===== src/rtl/hs_pkg.sv =====
package hs_pkg;

    typedef enum logic [2:0] {
        TX_IDLE,
        TX_SETUP,
        TX_STROBE,
        TX_WAIT_ACK,
        TX_WAIT_REL,
        TX_TAIL
    } tx_state_e;

endpackage


===== src/rtl/hs_sync.sv =====
module hs_sync #(
    parameter int unsigned W = 1,
    parameter logic [W-1:0] RST_VAL = '0
) (
    input  logic         clk,
    input  logic         rst_n,
    input  logic [W-1:0] d,
    output logic [W-1:0] q
);
    typedef struct packed {
        logic [W-1:0] s1;
        logic [W-1:0] s2;
    } sync_t;

    sync_t sync_d, sync_q;

    always_comb begin
        sync_d    = sync_q;
        sync_d.s1 = d;
        sync_d.s2 = sync_q.s1;
    end

    always_ff @(posedge clk or negedge rst_n) begin
        if (!rst_n) sync_q <= '{s1: RST_VAL, s2: RST_VAL};
        else        sync_q <= sync_d;
    end

    assign q = sync_q.s2;
endmodule


===== src/rtl/hs_tx.sv =====
module hs_tx
    import hs_pkg::*;
#(
    parameter int unsigned DW = 8,
    parameter int unsigned CW = 4
) (
    input  logic          clk,
    input  logic          rst_n,
    input  logic          en,
    input  logic          ilk,
    input  logic [CW-1:0] cfg_setup,
    input  logic [CW-1:0] cfg_width,
    input  logic          tx_valid,
    input  logic [DW-1:0] tx_data,
    output logic          tx_ready,
    input  logic          rdy_s,
    output logic [DW-1:0] pin_data,
    output logic          pin_dav_n
);
    localparam logic [CW-1:0] ONE = CW'(1);

    typedef struct packed {
        tx_state_e     st;
        logic [CW-1:0] cnt;
        logic          dav_n;
        logic [DW-1:0] data;
    } tx_t;

    tx_t tx_d, tx_q;
    logic [CW-1:0] s_eff, w_eff;

    assign s_eff = (cfg_setup == '0) ? ONE : cfg_setup;
    assign w_eff = (cfg_width == '0) ? ONE : cfg_width;
    assign tx_ready = en && (tx_q.st == TX_IDLE) && (!ilk || rdy_s);

    always_comb begin
        tx_d = tx_q;
        unique case (tx_q.st)
            TX_IDLE: begin
                if (tx_valid && tx_ready) begin
                    tx_d.data = tx_data;
                    tx_d.st   = TX_SETUP;
                    tx_d.cnt  = s_eff;
                end
            end
            TX_SETUP: begin
                if (tx_q.cnt <= ONE) begin
                    tx_d.st    = TX_STROBE;
                    tx_d.cnt   = w_eff;
                    tx_d.dav_n = 1'b0;
                end else begin
                    tx_d.cnt = tx_q.cnt - ONE;
                end
            end
            TX_STROBE: begin
                if (tx_q.cnt <= ONE) begin
                    if (ilk) begin
                        tx_d.st = TX_WAIT_ACK;
                    end else begin
                        tx_d.dav_n = 1'b1;
                        tx_d.st    = TX_TAIL;
                        tx_d.cnt   = s_eff;
                    end
                end else begin
                    tx_d.cnt = tx_q.cnt - ONE;
                end
            end
            TX_WAIT_ACK: begin
                if (!rdy_s) begin
                    tx_d.dav_n = 1'b1;
                    tx_d.st    = TX_WAIT_REL;
                end
            end
            TX_WAIT_REL: begin
                if (rdy_s) begin
                    tx_d.st  = TX_TAIL;
                    tx_d.cnt = s_eff;
                end
            end
            TX_TAIL: begin
                if (tx_q.cnt <= ONE) tx_d.st = TX_IDLE;
                else                 tx_d.cnt = tx_q.cnt - ONE;
            end
            default: tx_d.st = TX_IDLE;
        endcase
    end

    always_ff @(posedge clk or negedge rst_n) begin
        if (!rst_n) tx_q <= '{st: TX_IDLE, cnt: '0, dav_n: 1'b1, data: '0};
        else        tx_q <= tx_d;
    end

    assign pin_data  = tx_q.data;
    assign pin_dav_n = tx_q.dav_n;

    // Length of the current low phase of the strobe, for the width check
    logic [CW:0] low_run_q;
    always_ff @(posedge clk or negedge rst_n) begin
        if (!rst_n)                 low_run_q <= '0;
        else if (tx_q.dav_n)        low_run_q <= '0;
        else if (low_run_q != '1)   low_run_q <= low_run_q + 1'b1;
    end

    AST_DATA_HELD_LOW: assert property (@(posedge clk) disable iff (!rst_n)
        (!tx_q.dav_n && !$past(tx_q.dav_n)) |-> $stable(tx_q.data));
    AST_STROBED_WIDTH: assert property (@(posedge clk) disable iff (!rst_n)
        (!ilk && $rose(tx_q.dav_n)) |-> (low_run_q == {1'b0, w_eff}));
    AST_ILK_REL_AFTER_RDY: assert property (@(posedge clk) disable iff (!rst_n)
        (ilk && $rose(tx_q.dav_n)) |-> !$past(rdy_s));
endmodule


===== src/rtl/hs_rx.sv =====
module hs_rx #(
    parameter int unsigned DW = 8
) (
    input  logic          clk,
    input  logic          rst_n,
    input  logic          en,
    input  logic          ilk,
    input  logic          dav_s,
    input  logic [DW-1:0] data_s,
    output logic          rx_valid,
    output logic [DW-1:0] rx_data,
    input  logic          rx_ready,
    output logic          pin_rdy
);
    typedef struct packed {
        logic          full;
        logic [DW-1:0] buffer;
        logic          dav_prev;
        logic          rdy;
    } rx_t;

    rx_t rx_d, rx_q;
    logic dav_v, fall, pop;

    assign dav_v = en ? dav_s : 1'b1;
    assign fall  = rx_q.dav_prev && !dav_v;
    assign pop   = rx_q.full && rx_ready;

    always_comb begin
        rx_d          = rx_q;
        rx_d.dav_prev = dav_v;
        if (pop) rx_d.full = 1'b0;
        if (fall && (!rx_q.full || pop)) begin
            rx_d.full   = 1'b1;
            rx_d.buffer = data_s;
        end
        rx_d.rdy = !rx_d.full && (!ilk || dav_v);
    end

    always_ff @(posedge clk or negedge rst_n) begin
        if (!rst_n) rx_q <= '{full: 1'b0, buffer: '0, dav_prev: 1'b1, rdy: 1'b1};
        else        rx_q <= rx_d;
    end

    assign rx_valid = rx_q.full;
    assign rx_data  = rx_q.buffer;
    assign pin_rdy  = rx_q.rdy;

    AST_RX_BUF_HELD: assert property (@(posedge clk) disable iff (!rst_n)
        (rx_q.full && !rx_ready) |=> (rx_q.full && $stable(rx_q.buffer)));
    AST_RX_RDY_RELEASE: assert property (@(posedge clk) disable iff (!rst_n)
        (ilk && $rose(rx_q.rdy)) |-> ($past(dav_v) && !rx_q.full));
endmodule


===== src/rtl/hs_port_engine.sv =====
module hs_port_engine #(
    parameter int unsigned DATA_W = 8,
    parameter int unsigned CNT_W  = 4
) (
    input  logic              clk,
    input  logic              rst_n,
    input  logic              port_dir,
    input  logic              ilk_mode,
    input  logic [CNT_W-1:0]  cfg_setup,
    input  logic [CNT_W-1:0]  cfg_width,
    input  logic              tx_valid,
    input  logic [DATA_W-1:0] tx_data,
    output logic              tx_ready,
    output logic              rx_valid,
    output logic [DATA_W-1:0] rx_data,
    input  logic              rx_ready,
    input  logic [DATA_W-1:0] pin_data_i,
    output logic [DATA_W-1:0] pin_data_o,
    output logic              pin_data_oe,
    input  logic              pin_dav_n_i,
    output logic              pin_dav_n_o,
    input  logic              pin_rdy_i,
    output logic              pin_rdy_o
);
    localparam int unsigned SW = DATA_W + 2;
    localparam logic [SW-1:0] SYNC_RST = {2'b11, {DATA_W{1'b0}}};

    logic [SW-1:0]     sync_out;
    logic              rdy_s, dav_s;
    logic [DATA_W-1:0] data_s;
    logic              tx_dav_n, rx_rdy;

    hs_sync #(.W(SW), .RST_VAL(SYNC_RST)) u_sync (
        .clk   (clk),
        .rst_n (rst_n),
        .d     ({pin_rdy_i, pin_dav_n_i, pin_data_i}),
        .q     (sync_out)
    );

    assign {rdy_s, dav_s, data_s} = sync_out;

    hs_tx #(.DW(DATA_W), .CW(CNT_W)) u_tx (
        .clk       (clk),
        .rst_n     (rst_n),
        .en        (port_dir),
        .ilk       (ilk_mode),
        .cfg_setup (cfg_setup),
        .cfg_width (cfg_width),
        .tx_valid  (tx_valid),
        .tx_data   (tx_data),
        .tx_ready  (tx_ready),
        .rdy_s     (rdy_s),
        .pin_data  (pin_data_o),
        .pin_dav_n (tx_dav_n)
    );

    hs_rx #(.DW(DATA_W)) u_rx (
        .clk      (clk),
        .rst_n    (rst_n),
        .en       (!port_dir),
        .ilk      (ilk_mode),
        .dav_s    (dav_s),
        .data_s   (data_s),
        .rx_valid (rx_valid),
        .rx_data  (rx_data),
        .rx_ready (rx_ready),
        .pin_rdy  (rx_rdy)
    );

    assign pin_data_oe = port_dir;
    assign pin_dav_n_o = port_dir ? tx_dav_n : 1'b1;
    assign pin_rdy_o   = port_dir ? 1'b1 : rx_rdy;
endmodule


===== config.mk =====
export PLATFORM = sky130hd
export DESIGN_NAME = hs_port_engine
export DESIGN_NICKNAME = d
export VERILOG_FILES = /design/src/rtl/hs_pkg.sv /design/src/rtl/hs_sync.sv /design/src/rtl/hs_tx.sv /design/src/rtl/hs_rx.sv /design/src/rtl/hs_port_engine.sv
export SDC_FILE = /design/constraint.sdc
export NUM_CORES = 1
export LEC_CHECK = 0
export BUFFER_PORTS_ARGS = -buffer_cell sky130_fd_sc_hd__buf_2
export CAP_MARGIN = 20
export CORE_ASPECT_RATIO = 1.75
export CORE_MARGIN = 1.5
export CORE_UTILIZATION = 32
export CTS_BUF_LIST = sky130_fd_sc_hd__clkbuf_4 sky130_fd_sc_hd__clkbuf_8
export DETAILED_ROUTE_END_ITERATION = 8
export GPL_TIMING_DRIVEN = 0
export SKIP_CTS_REPAIR_TIMING = 1
export SLEW_MARGIN = 20
export SYNTH_ARGS = -nofsm -noshare
export SYNTH_HDL_FRONTEND = slang
export SYNTH_HIERARCHICAL = 1
export SYNTH_SLANG_ARGS = --single-unit

===== constraint.sdc =====
create_clock -name clk -period 2.92 [get_ports clk]
set_input_delay 0.584 -clock clk [delete_from_list [all_inputs] [get_ports clk]]
set_output_delay 0.584 -clock clk [all_outputs]
set_load 0.005 [all_outputs]

==> run summary <==
The endpoint required time on the critical path is 3.11 ns. The top cell type's share of synthesized area came out at 0.466. The post-placement worst setup slack came out at around 0.72 ns. A synthesized cell averages 11.7 sq um. The pin count of the biggest net entering global routing is 48. Summed over all instances, the cell type with the most area after synthesis is sky130_fd_sc_hd__dfrtp_1. The average detailed-routed wire length per instance came out at 12.4 um. The first-pass GRT wire length is 6800 um.

Measured against its own limit, the worst slew margin works out to 0.517. The die covers 7230 sq um. The maximum clock frequency came out at approximately 0.45 GHz. The signal on the critical path passes through inv_1, ha_1, o21ai_1, o221ai_2, a211oi_1, a21oi_1.

Dividing total power by cell area gives a power density of 899 nW/um^2. The final hold violation count was 0. The detailed placement HPWL is 3060 um. The layout cell share with drive strength beyond 1 came out at 0.422.

In this run the horizontal extent of the chip is ~65 um. The insertion delay of the later-clocked pin in the worst-skew pair is roughly 0.30 ns. The critical-path cell with the highest stage delay is sky130_fd_sc_hd__o21ai_1. For this run, the detailed router's first-pass iteration total came to 4. The final-stage net count came out at between 200 and 300. For this run, design rule violations remaining after detail routing come to 0. The critical path arrival came out at 2.43 ns. The via count is 1,525. Setup violations remaining at the end of the flow were counted as 0. The final weighted congestion of routability-driven global placement came out at 0.825.

The H-tree was split into 2 levels. STA classifies the critical path endpoint as a flop. STA classifies the critical path startpoint as a flop.

The via density per instance is 4.68. The net count after synthesis came out at 218. The post-synthesis async set-or-reset flop share came out at 1.00.

Summing all multi-input logic gate instances after layout gives 791 sq um. The final count of pins violating max slew is 0. The die boundary height came out at 111 um. In this run the cell area measured after placement is between 2000 and 3000 sq um.

The row count is 39. Yosys attributes the largest share of cell area to sky130_fd_sc_hd__dfrtp_1, sky130_fd_sc_hd__dfstp_2, sky130_fd_sc_hd__buf_4, sky130_fd_sc_hd__mux2_1, sky130_fd_sc_hd__mux2_2. The post-synthesis instance area came out at between 2000 and 2500 sq um. The worst setup path is of the reg -> reg kind. TritonCTS built the clock tree.

The type of the most critical hold path is in -> async. Across all setup checks in the final design, the least slack found is 0.680 ns. The design area came out at 2630 sq um. The analysis attributes to cell leakage a power of 1.21 nW.

The worst IR drop on VDD came out at between 400 and 500 uV. The biggest fanout along the worst timing path is 10. The via count of the first global-routing pass is 1,527. For this run, the register share of the synthesized area comes to 0.552. The delay of the slowest critical-path stage is between 0.5 and 0.6 ns. The core footprint is 6490 sq um.

Clock tree synthesis inserted a total of 5 buffers. For this run, the number of Yosys warnings is 6. Setup repair after global routing left no endpoint under its margin.

The number of distinct library cell variants in the gate-level netlist after synthesis is 46. The count of nets left with antenna violations after detail routing is 0. For this configuration, the core starts out at a cell density of 0.331. The summed negative setup slack over all endpoints came out at 0 ns.

The layout has 642 filler cells. The number of antenna violations at the first check in global routing came out at 0. After the first detailed-routing iteration, the DRC count stood at 49. Registers take 1180 sq um. The buffer depth of the longest clock path came out at 2.

The total I/O pin count came out at 53. After detailed routing, the total wire length is slightly above 4000 um. In the global route stage, overall resource usage came out at 0.124. The number of synthesized flops with an enable pin came out at 0. CTS saw between 40 and 50 sinks. The area growth from synthesis to layout is 22.2%. After global routing the overflow that remains totals 0. The run finished with clean final reports.

The register bit count reported by yosys is between 40 and 50. Of the available clock period, the critical path in the final layout requires 0.767. The final clock skew is a little over 0.009 ns.

The clock period minus final worst setup slack came out at 2.24 ns. CTS placed an instance of sky130_fd_sc_hd__clkbuf_8 at the clock tree root. The number of instances in the synthesized netlist came out at 184.

The slew at the pin with the worst max-slew slack is 0.719 ns. The antenna diode count is 0. In this run the tool buffered the top-level ports with 52 buffer cells.

The clock-pin slew of the registers on the worst-case setup and hold paths came out at around 0.090 ns. Measured on the finished design, the core utilization comes to 0.405. The max-capacitance violation count came out at 0. For this run, the leading register cell type out of synthesis is sky130_fd_sc_hd__dfrtp_1.
[metrics by stage]
step	instances	power, mW	hold WS [ns]
floorplan	184	1.62	0.288
global placement	318	1.89	0.333
detailed placement	318	1.92	0.336
CTS	326	2.41	0.352
global route	326	2.56	0.314
finish	326	2.36	0.266
[critical path, delay by kind of cell (launching register included)]
family | cells | cell delay (ns)
adder cells (fa/ha/maj) | 1 | 0.24
AO/OA/AOI/OAI | 4 | 1.36
flip-flops | 1 | 0.45
buffers and inverters | 1 | 0.07
[power by group]
group | internal, mW | leakage, nW | switching [mW]
sequential | 0.812 | 0.549 | 0.0964
clock | 0.255 | 0.0581 | 0.220
combinational | 0.479 | 0.607 | 0.499
total | 1.55 | 1.21 | 0.815
[flip-flops by register name, indices dropped and copies added, names as in the netlist]
signal,cells
u_rx/pin_rdy,1
u_tx/pin_data,8
u_rx/rx_data,8
u_sync/sync_d,10
u_rx/rx_q,1
u_tx/tx_q,7
u_rx/rx_valid,1
u_tx/pin_dav_n,1
u_sync/q,10
[area by class of cell]
cell class | count | area share
Multi-Input combinational cell | 109 | 0.301
Sequential cell | 47 | 0.451
Inverter | 6 | 0.00858
Clock inverter | 3 | 0.0167
Timing Repair Buffer | 52 | 0.100
Buffer | 22 | 0.0572
Clock buffer | 5 | 0.0262
Tap cell | 82 | 0.0391
[cells in the mapped netlist (3+ instances only)]
library cell / n
sky130_fd_sc_hd__a22oi_1: 3
sky130_fd_sc_hd__o21ai_1: 4
sky130_fd_sc_hd__buf_4: 17
sky130_fd_sc_hd__inv_1: 5
sky130_fd_sc_hd__or3_1: 3
sky130_fd_sc_hd__mux2_2: 6
sky130_fd_sc_hd__buf_2: 3
sky130_fd_sc_hd__nand2b_1: 6
sky130_fd_sc_hd__dfstp_2: 7
sky130_fd_sc_hd__o22ai_1: 3
sky130_fd_sc_hd__nor3_1: 7
sky130_fd_sc_hd__mux2_1: 10
sky130_fd_sc_hd__nor4_1: 3
sky130_fd_sc_hd__nand2_1: 7
sky130_fd_sc_hd__nor2_1: 16
sky130_fd_sc_hd__dfrtp_1: 40
sky130_fd_sc_hd__a21oi_1: 6
sky130_fd_sc_hd__a211oi_1: 3
[worst paths after layout]
path	from	endpoint	slack, ns	cells past startpoint
setup / recovery	u_tx/tx_q[9]	u_tx/tx_q[9]	0.68	6
hold / removal	rst_n	u_rx/rx_valid	0.27	1
setup reg to reg	u_tx/tx_q[9]	u_tx/tx_q[9]	0.68	6
hold reg to reg	u_sync/sync_d[8]	u_sync/q[8]	0.35	0
max in group asynchronous	rst_n	u_tx/pin_data[2]	2.24	1
min in group clk	u_sync/sync_d[8]	u_sync/q[8]	0.35	0
[cells by family after synthesis]
logic type | Yosys count | synth area share
XOR/XNOR | 1 | 0.00408
AND/OR/NAND/NOR | 57 | 0.158
multiplexers | 17 | 0.0885
AO/OA/AOI/OAI | 32 | 0.106
buffers and inverters | 28 | 0.0804
adder cells (fa/ha/maj) | 2 | 0.0116
flip-flops | 47 | 0.552
[metal layers]
metal,global-route usage,routed length (um),up-vias,share of wire
li1,-,-,747,-
met4,0.0709,141,0,0.035
met2,0.229,2290,35,0.56
met1,0.119,1470,734,0.36
met3,0.0303,157,9,0.039
met5,0,0,-,0
[placed cells by master (no fill, tap or decap), drive strengths merged, types with 2 or more instances in the layout]
cell,synthesis,layout
ha,2,2
clkinv,0,2
a31oi,2,2
dfrtp,40,40
nand3b,2,2
inv,6,6
a22oi,3,3
mux2,16,16
nand2,7,7
buf,21,73
a211oi,3,3
nor2,18,18
nor4,3,3
o31ai,4,4
nor2b,2,2
or3,4,4
clkbuf,1,6
nand3,2,2
nand2b,6,6
nor3,7,7
o21ai,5,5
a21oi,6,6
dfstp,7,7
or2,2,2
o22ai,3,3
a21o,2,2
(Power assumes the default switching activity.)
